==> src/rtl/vend_pkg.sv <==
package vend_pkg;

    // Credit held by the controller
    typedef enum logic [1:0] {
        CR0  = 2'd0,
        CR5  = 2'd1,
        CR10 = 2'd2
    } credit_t;

    // Classified coin event for one cycle
    typedef enum logic [1:0] {
        COIN_NONE   = 2'd0,
        COIN_NICKEL = 2'd1,
        COIN_DIME   = 2'd2,
        COIN_BAD    = 2'd3
    } coin_class_t;

endpackage

==> src/rtl/vend_coin_classify.sv <==
module vend_coin_classify
    import vend_pkg::*;
#(
    parameter int KIND_W = 2,
    parameter logic [KIND_W-1:0] NICKEL_CODE = 'd1,
    parameter logic [KIND_W-1:0] DIME_CODE   = 'd2
) (
    input  logic              coin_valid,
    input  logic [KIND_W-1:0] coin_kind,
    output coin_class_t       coin_cls
);

    always_comb begin
        if (!coin_valid)
            coin_cls = COIN_NONE;
        else if (coin_kind == NICKEL_CODE)
            coin_cls = COIN_NICKEL;
        else if (coin_kind == DIME_CODE)
            coin_cls = COIN_DIME;
        else
            coin_cls = COIN_BAD;
    end

endmodule

==> src/rtl/vend_credit_fsm.sv <==
module vend_credit_fsm
    import vend_pkg::*;
(
    input  logic        clk,
    input  logic        rst,
    input  coin_class_t coin_cls,
    output logic        vend_out,
    output logic        coin_back
);

    credit_t state, state_nxt;
    logic    vend_nxt, back_nxt;

    // Next-state and next-output decision
    always_comb begin
        state_nxt = state;
        vend_nxt  = 1'b0;
        back_nxt  = 1'b0;
        unique case (coin_cls)
            COIN_NONE: ;
            COIN_BAD:  back_nxt = 1'b1;
            COIN_NICKEL: begin
                unique case (state)
                    CR0:  state_nxt = CR5;
                    CR5:  state_nxt = CR10;
                    CR10: begin
                        state_nxt = CR0;
                        vend_nxt  = 1'b1;
                    end
                    default: state_nxt = CR0;
                endcase
            end
            COIN_DIME: begin
                unique case (state)
                    CR0: state_nxt = CR10;
                    CR5, CR10: begin
                        state_nxt = CR0;
                        vend_nxt  = 1'b1;
                    end
                    default: state_nxt = CR0;
                endcase
            end
        endcase
    end

    // State register
    always_ff @(posedge clk) begin
        if (rst)
            state <= CR0;
        else
            state <= state_nxt;
    end

    // Registered output pulses
    always_ff @(posedge clk) begin
        if (rst) begin
            vend_out  <= 1'b0;
            coin_back <= 1'b0;
        end else begin
            vend_out  <= vend_nxt;
            coin_back <= back_nxt;
        end
    end

    // reset clears both pulses
    a_r1_reset_quiet: assert property (@(posedge clk)
        rst |=> (!vend_out && !coin_back));

    // an unknown coin is returned and the credit holds
    a_r6_bad_returned: assert property (@(posedge clk) disable iff (rst)
        (coin_cls == COIN_BAD) |=> (coin_back && $stable(state)));

    // idle cycle holds the credit and gives no pulse
    a_r7_idle_hold: assert property (@(posedge clk) disable iff (rst)
        (coin_cls == COIN_NONE) |=> ($stable(state) && !vend_out && !coin_back));

    // completing coin releases one item and returns to zero credit
    a_r4_release_to_zero: assert property (@(posedge clk) disable iff (rst)
        ((state == CR10 && coin_cls != COIN_NONE && coin_cls != COIN_BAD) ||
         (state == CR5 && coin_cls == COIN_DIME))
        |=> (vend_out && state == CR0));

    // a release pulse lasts one cycle
    a_r4_single_pulse: assert property (@(posedge clk) disable iff (rst)
        vend_out |=> !vend_out);

    // the two pulses are exclusive
    a_r8_exclusive: assert property (@(posedge clk) disable iff (rst)
        !(vend_out && coin_back));

endmodule

==> src/rtl/vend_ctrl.sv <==
module vend_ctrl
    import vend_pkg::*;
#(
    parameter int KIND_W = 2,
    parameter logic [KIND_W-1:0] NICKEL_CODE = 'd1,
    parameter logic [KIND_W-1:0] DIME_CODE   = 'd2
) (
    input  logic              clk,
    input  logic              rst,
    input  logic              coin_valid,
    input  logic [KIND_W-1:0] coin_kind,
    output logic              vend_out,
    output logic              coin_back
);

    coin_class_t coin_cls;

    vend_coin_classify #(
        .KIND_W      (KIND_W),
        .NICKEL_CODE (NICKEL_CODE),
        .DIME_CODE   (DIME_CODE)
    ) u_classify (
        .coin_valid (coin_valid),
        .coin_kind  (coin_kind),
        .coin_cls   (coin_cls)
    );

    vend_credit_fsm u_fsm (
        .clk       (clk),
        .rst       (rst),
        .coin_cls  (coin_cls),
        .vend_out  (vend_out),
        .coin_back (coin_back)
    );

endmodule

==> config.mk <==
export PLATFORM = sky130hd
export DESIGN_NAME = vend_ctrl
export DESIGN_NICKNAME = d
export VERILOG_FILES = /design/src/rtl/vend_pkg.sv /design/src/rtl/vend_coin_classify.sv /design/src/rtl/vend_credit_fsm.sv /design/src/rtl/vend_ctrl.sv
export SDC_FILE = /design/constraint.sdc
export NUM_CORES = 1
export LEC_CHECK = 0
export BUFFER_PORTS_ARGS = -buffer_cell sky130_fd_sc_hd__buf_4
export CORE_AREA = 5 5 42 44
export CTS_CLUSTER_SIZE = 8
export DETAILED_ROUTE_END_ITERATION = 8
export DIE_AREA = 0 0 47 49
export GPL_ROUTABILITY_DRIVEN = 1
export HOLD_SLACK_MARGIN = 0.15
export PLACE_DENSITY = 0.46
export SLEW_MARGIN = 15
export SYNTH_ARGS = -nofsm -noshare
export SYNTH_HDL_FRONTEND = slang
export SYNTH_SLANG_ARGS = --single-unit
==> constraint.sdc <==
create_clock -name clk -period 1.2 [get_ports clk]
set_input_delay 0.06 -clock clk [delete_from_list [all_inputs] [get_ports clk]]
set_output_delay 0.06 -clock clk [all_outputs]
set_load 0.1 [all_outputs]
==> impl_metrics.yaml <==
run_status:
  outcome: "completed"
grt:
  vias_in_the_first_global_route: 219
  grt_overflow: 0
  globalRouteTotalUtil_pct: 5.204
  antenna_found_initial: 0
  grt_first_pass_wirelength_microns: 807
  grt_max_degree: 5
power_and_ir_drop:
  power.leakage_nw: 0.1926
  vdd_drop_max_uv: 333.7
  power.share.switching_pct: 27.88
  portion_of_total_power_attributed_to_combinational_logic_pct: 28.1
  net_switching_power_uw: 122.2
  power-per-cell-area_mw_per_mm2: 1112
  p_clk_share_pct: 37.1
  power.sequential.fraction_pct: 34.9
  cellInternalPower_uw: 316.0
die:
  die_w_microns: 47
  ioPinCount: 7
  die-area_sq_mm: 0.002303
  design.core.area_sq_mm: 0.001401
  floorplan.rows: 14
  height_of_the_chip_microns: 49
  floorplan.initialDensity_pct: 19.55
clock_network:
  cts.sinks: 4
  ctsHtreeMaxLevel: 1
  cts_tree: "yes"
  cts_made_buffers: 3
  clk_path_buf_depth: 2
  cts.clk_slew.worst_paths_ns: 0.03
  clockRootBuffer: "sky130_fd_sc_hd__clkbuf_4"
  clk_latency_ns: 0.23
timing:
  timing_worst_slew_pin_value_ns: 0.2939
  timing.max_slew.rel_slack_pct: 80.23
  final_min_period_over_clock_period_pct: 91.66
  fmax_mhz: 909.1
  maximum_clock_skew_at_final_layout_ns: 0.001865
  timing.final.hold_violations: 0
  maxSlewViolCount: 0
  final.min_clock_period_ns: 1.100
  grt_setup_unrepaired: "false"
  setup_viol: 0
  fin_worst_hold_slack_ns: 0.3878
critical_path:
  worstSetupStartpoint: "u_fsm.state[0]"
  reg2reg_setup_slack_ns: 0.10
  crit_path_end: "u_fsm.state[0]"
  cp_data_arrival_time_ns: 1.26
  startpoint_type: "flip-flop"
  critical_path.reg2reg.endpoint: "u_fsm.state[0]"
  worst-endpoint-required_ns: 1.36
  worst-r2r-cell-count: 4
  crit_path_max_fanout: 3
  regToRegStartpoint: "u_fsm.state[0]"
  critical_path_class: "reg2reg"
  timing.critical_path.to_type: "flip-flop"
synthesis:
  net_count_of_the_mapped_netlist: 41
  seq_area_frac_synth_pct: 29.22
  yosys_warnings: 0
  netlist_cell_types: 14
  yosys_register_bits: 4
  post_synth_instance_area_sq_um: 274.0
  postSynthAreaPerCell_sq_um: 9.449
  post_synthesis_instance_total: 29
flow_run:
  max_cap_viol_count: 0
placement:
  port_buffers: 6
  routabilityCongestion: 0.6499
  hpwl_microns: 423.8
  place.detailed.instances: 54
layout:
  layout.core_utilization_pct: 28.13
  syn_to_final_growth_pct: 43.84
  final_std_cells_w_o_fill: 58
  layout_common_cells: "sky130_fd_sc_hd__buf_4, sky130_fd_sc_hd__ha_1, sky130_fd_sc_hd__inv_1, sky130_fd_sc_hd__dfxtp_1, sky130_fd_sc_hd__clkbuf_4"
  final_layout_size_suffix_gt1_share_pct: 33.33
  antenna_cells: 0
  layout.cells.most_common: "sky130_fd_sc_hd__buf_4"
  finish.net_count: 56
routing:
  route.detailed.vias_per_inst: 4.000
  detail_route.first_pass.iterations: 1
  drt_iter0_drc: 0
  vias: 232
  drc: 0
  post_drt_wl_per_cell_microns: 8.362
  route.antenna.remaining_nets: 0
  route.final.wire_length_microns: 485
min_path:
  hold_path_startpoint: "coin_valid"
  hold_class: "in2reg"
-- layer usage --
metal | track usage (%) | share of wire (%)
met5 | 0 | 0
met4 | 6.912 | 0
met3 | 1.107 | 4.7
met2 | 7.466 | 52
met1 | 5.033 | 43
-- power groups by stage --
stage | Clock [mW] | Sequential (mW) | Combinational (mW)
after floorplan | 0 | 0.170 | 0.0599
after global placement | 0 | 0.154 | 0.122
after detailed placement | 0 | 0.154 | 0.122
after CTS | 0.174 | 0.152 | 0.126
after global routing | 0.182 | 0.154 | 0.137
final | 0.163 | 0.153 | 0.123
-- cells in the mapped netlist --
cell                       n  area share [%]
sky130_fd_sc_hd__nor2b_2   1             3.2
sky130_fd_sc_hd__a21boi_0  2             5.5
sky130_fd_sc_hd__mux2i_1   1             3.7
sky130_fd_sc_hd__nand2_1   1             1.4
sky130_fd_sc_hd__nor3_1    1             1.8
sky130_fd_sc_hd__nor2b_1   1             2.3
sky130_fd_sc_hd__a211oi_1  1             2.7
sky130_fd_sc_hd__a22oi_1   1             2.7
sky130_fd_sc_hd__ha_1      7              32
sky130_fd_sc_hd__a21oi_1   1             1.8
sky130_fd_sc_hd__or3b_1    1             3.2
sky130_fd_sc_hd__inv_1     5             6.9
sky130_fd_sc_hd__o21ai_0   2             3.7
sky130_fd_sc_hd__dfxtp_1   4              29
-- stage by stage --
stage	worst slack (ns)	setup TNS (ns)	area, sq um	power (mW)
after global routing	0.01694	0	394.1	0.4732
after global placement	-0.07899	-0.1389	361.6	0.2754
final	0.1000	0	394.1	0.4381
after CTS	0.07316	0	394.1	0.4520
after detailed placement	-0.08503	-0.1464	361.6	0.2764
after floorplan	0.04620	0	274.0	0.2298
-- cell families (layout without fill, tap and decap cells) --
logic type | after synthesis | count (layout) | synth area share [%]
adder cells (fa/ha/maj) | 7 | 7 | 31.96
flip-flops | 4 | 4 | 29.22
AO/OA/AOI/OAI | 7 | 7 | 16.44
AND/OR/NAND/NOR | 5 | 5 | 11.87
buffers and inverters | 5 | 18 | 6.850
multiplexers | 1 | 1 | 3.653
-- state kept, by name, indices dropped and copies added (netlist names) --
register and count:
u_fsm.coin_back 1, u_fsm.state 2, u_fsm.vend_out 1
-- worst min-delay path by stage --
| stage | depth (start not counted) | to |
|---|---|---|
| 3_5_place_dp | 2 | u_fsm.state[0] |
| 4_1_cts | 5 | u_fsm.state[0] |
| 6_report | 5 | u_fsm.state[0] |
| 2_1_floorplan | 1 | u_fsm.state[0] |
| 5_1_grt | 5 | u_fsm.state[0] |
| 3_3_place_gp | 2 | u_fsm.state[0] |
-- area by class of cell --
cell class	instances	area, sq um
Tap cell	16	20.02
Timing Repair Buffer	10	77.57
Sequential cell	4	80.08
Inverter	5	18.77
Multi-Input combinational cell	20	175.2
Fill cell	172	1007
Clock buffer	3	22.52
-- repair_timing --
item | in CTS | in global routing
gates resized for setup | 0 | 1
endpoints found under the setup margin | 0 | 1
endpoints found under the hold margin | 4 | 0
buffers inserted | 0 | 0
hold buffers | 1 | 0
-- worst max-delay path: stages, from the launching register on --
cell                      delay [ns]
sky130_fd_sc_hd__dfxtp_1        0.30
sky130_fd_sc_hd__inv_1          0.10
sky130_fd_sc_hd__ha_1           0.15
sky130_fd_sc_hd__or3b_1         0.34
sky130_fd_sc_hd__a21oi_1        0.13
No activity file was read; power rests on OpenSTA's default activity.
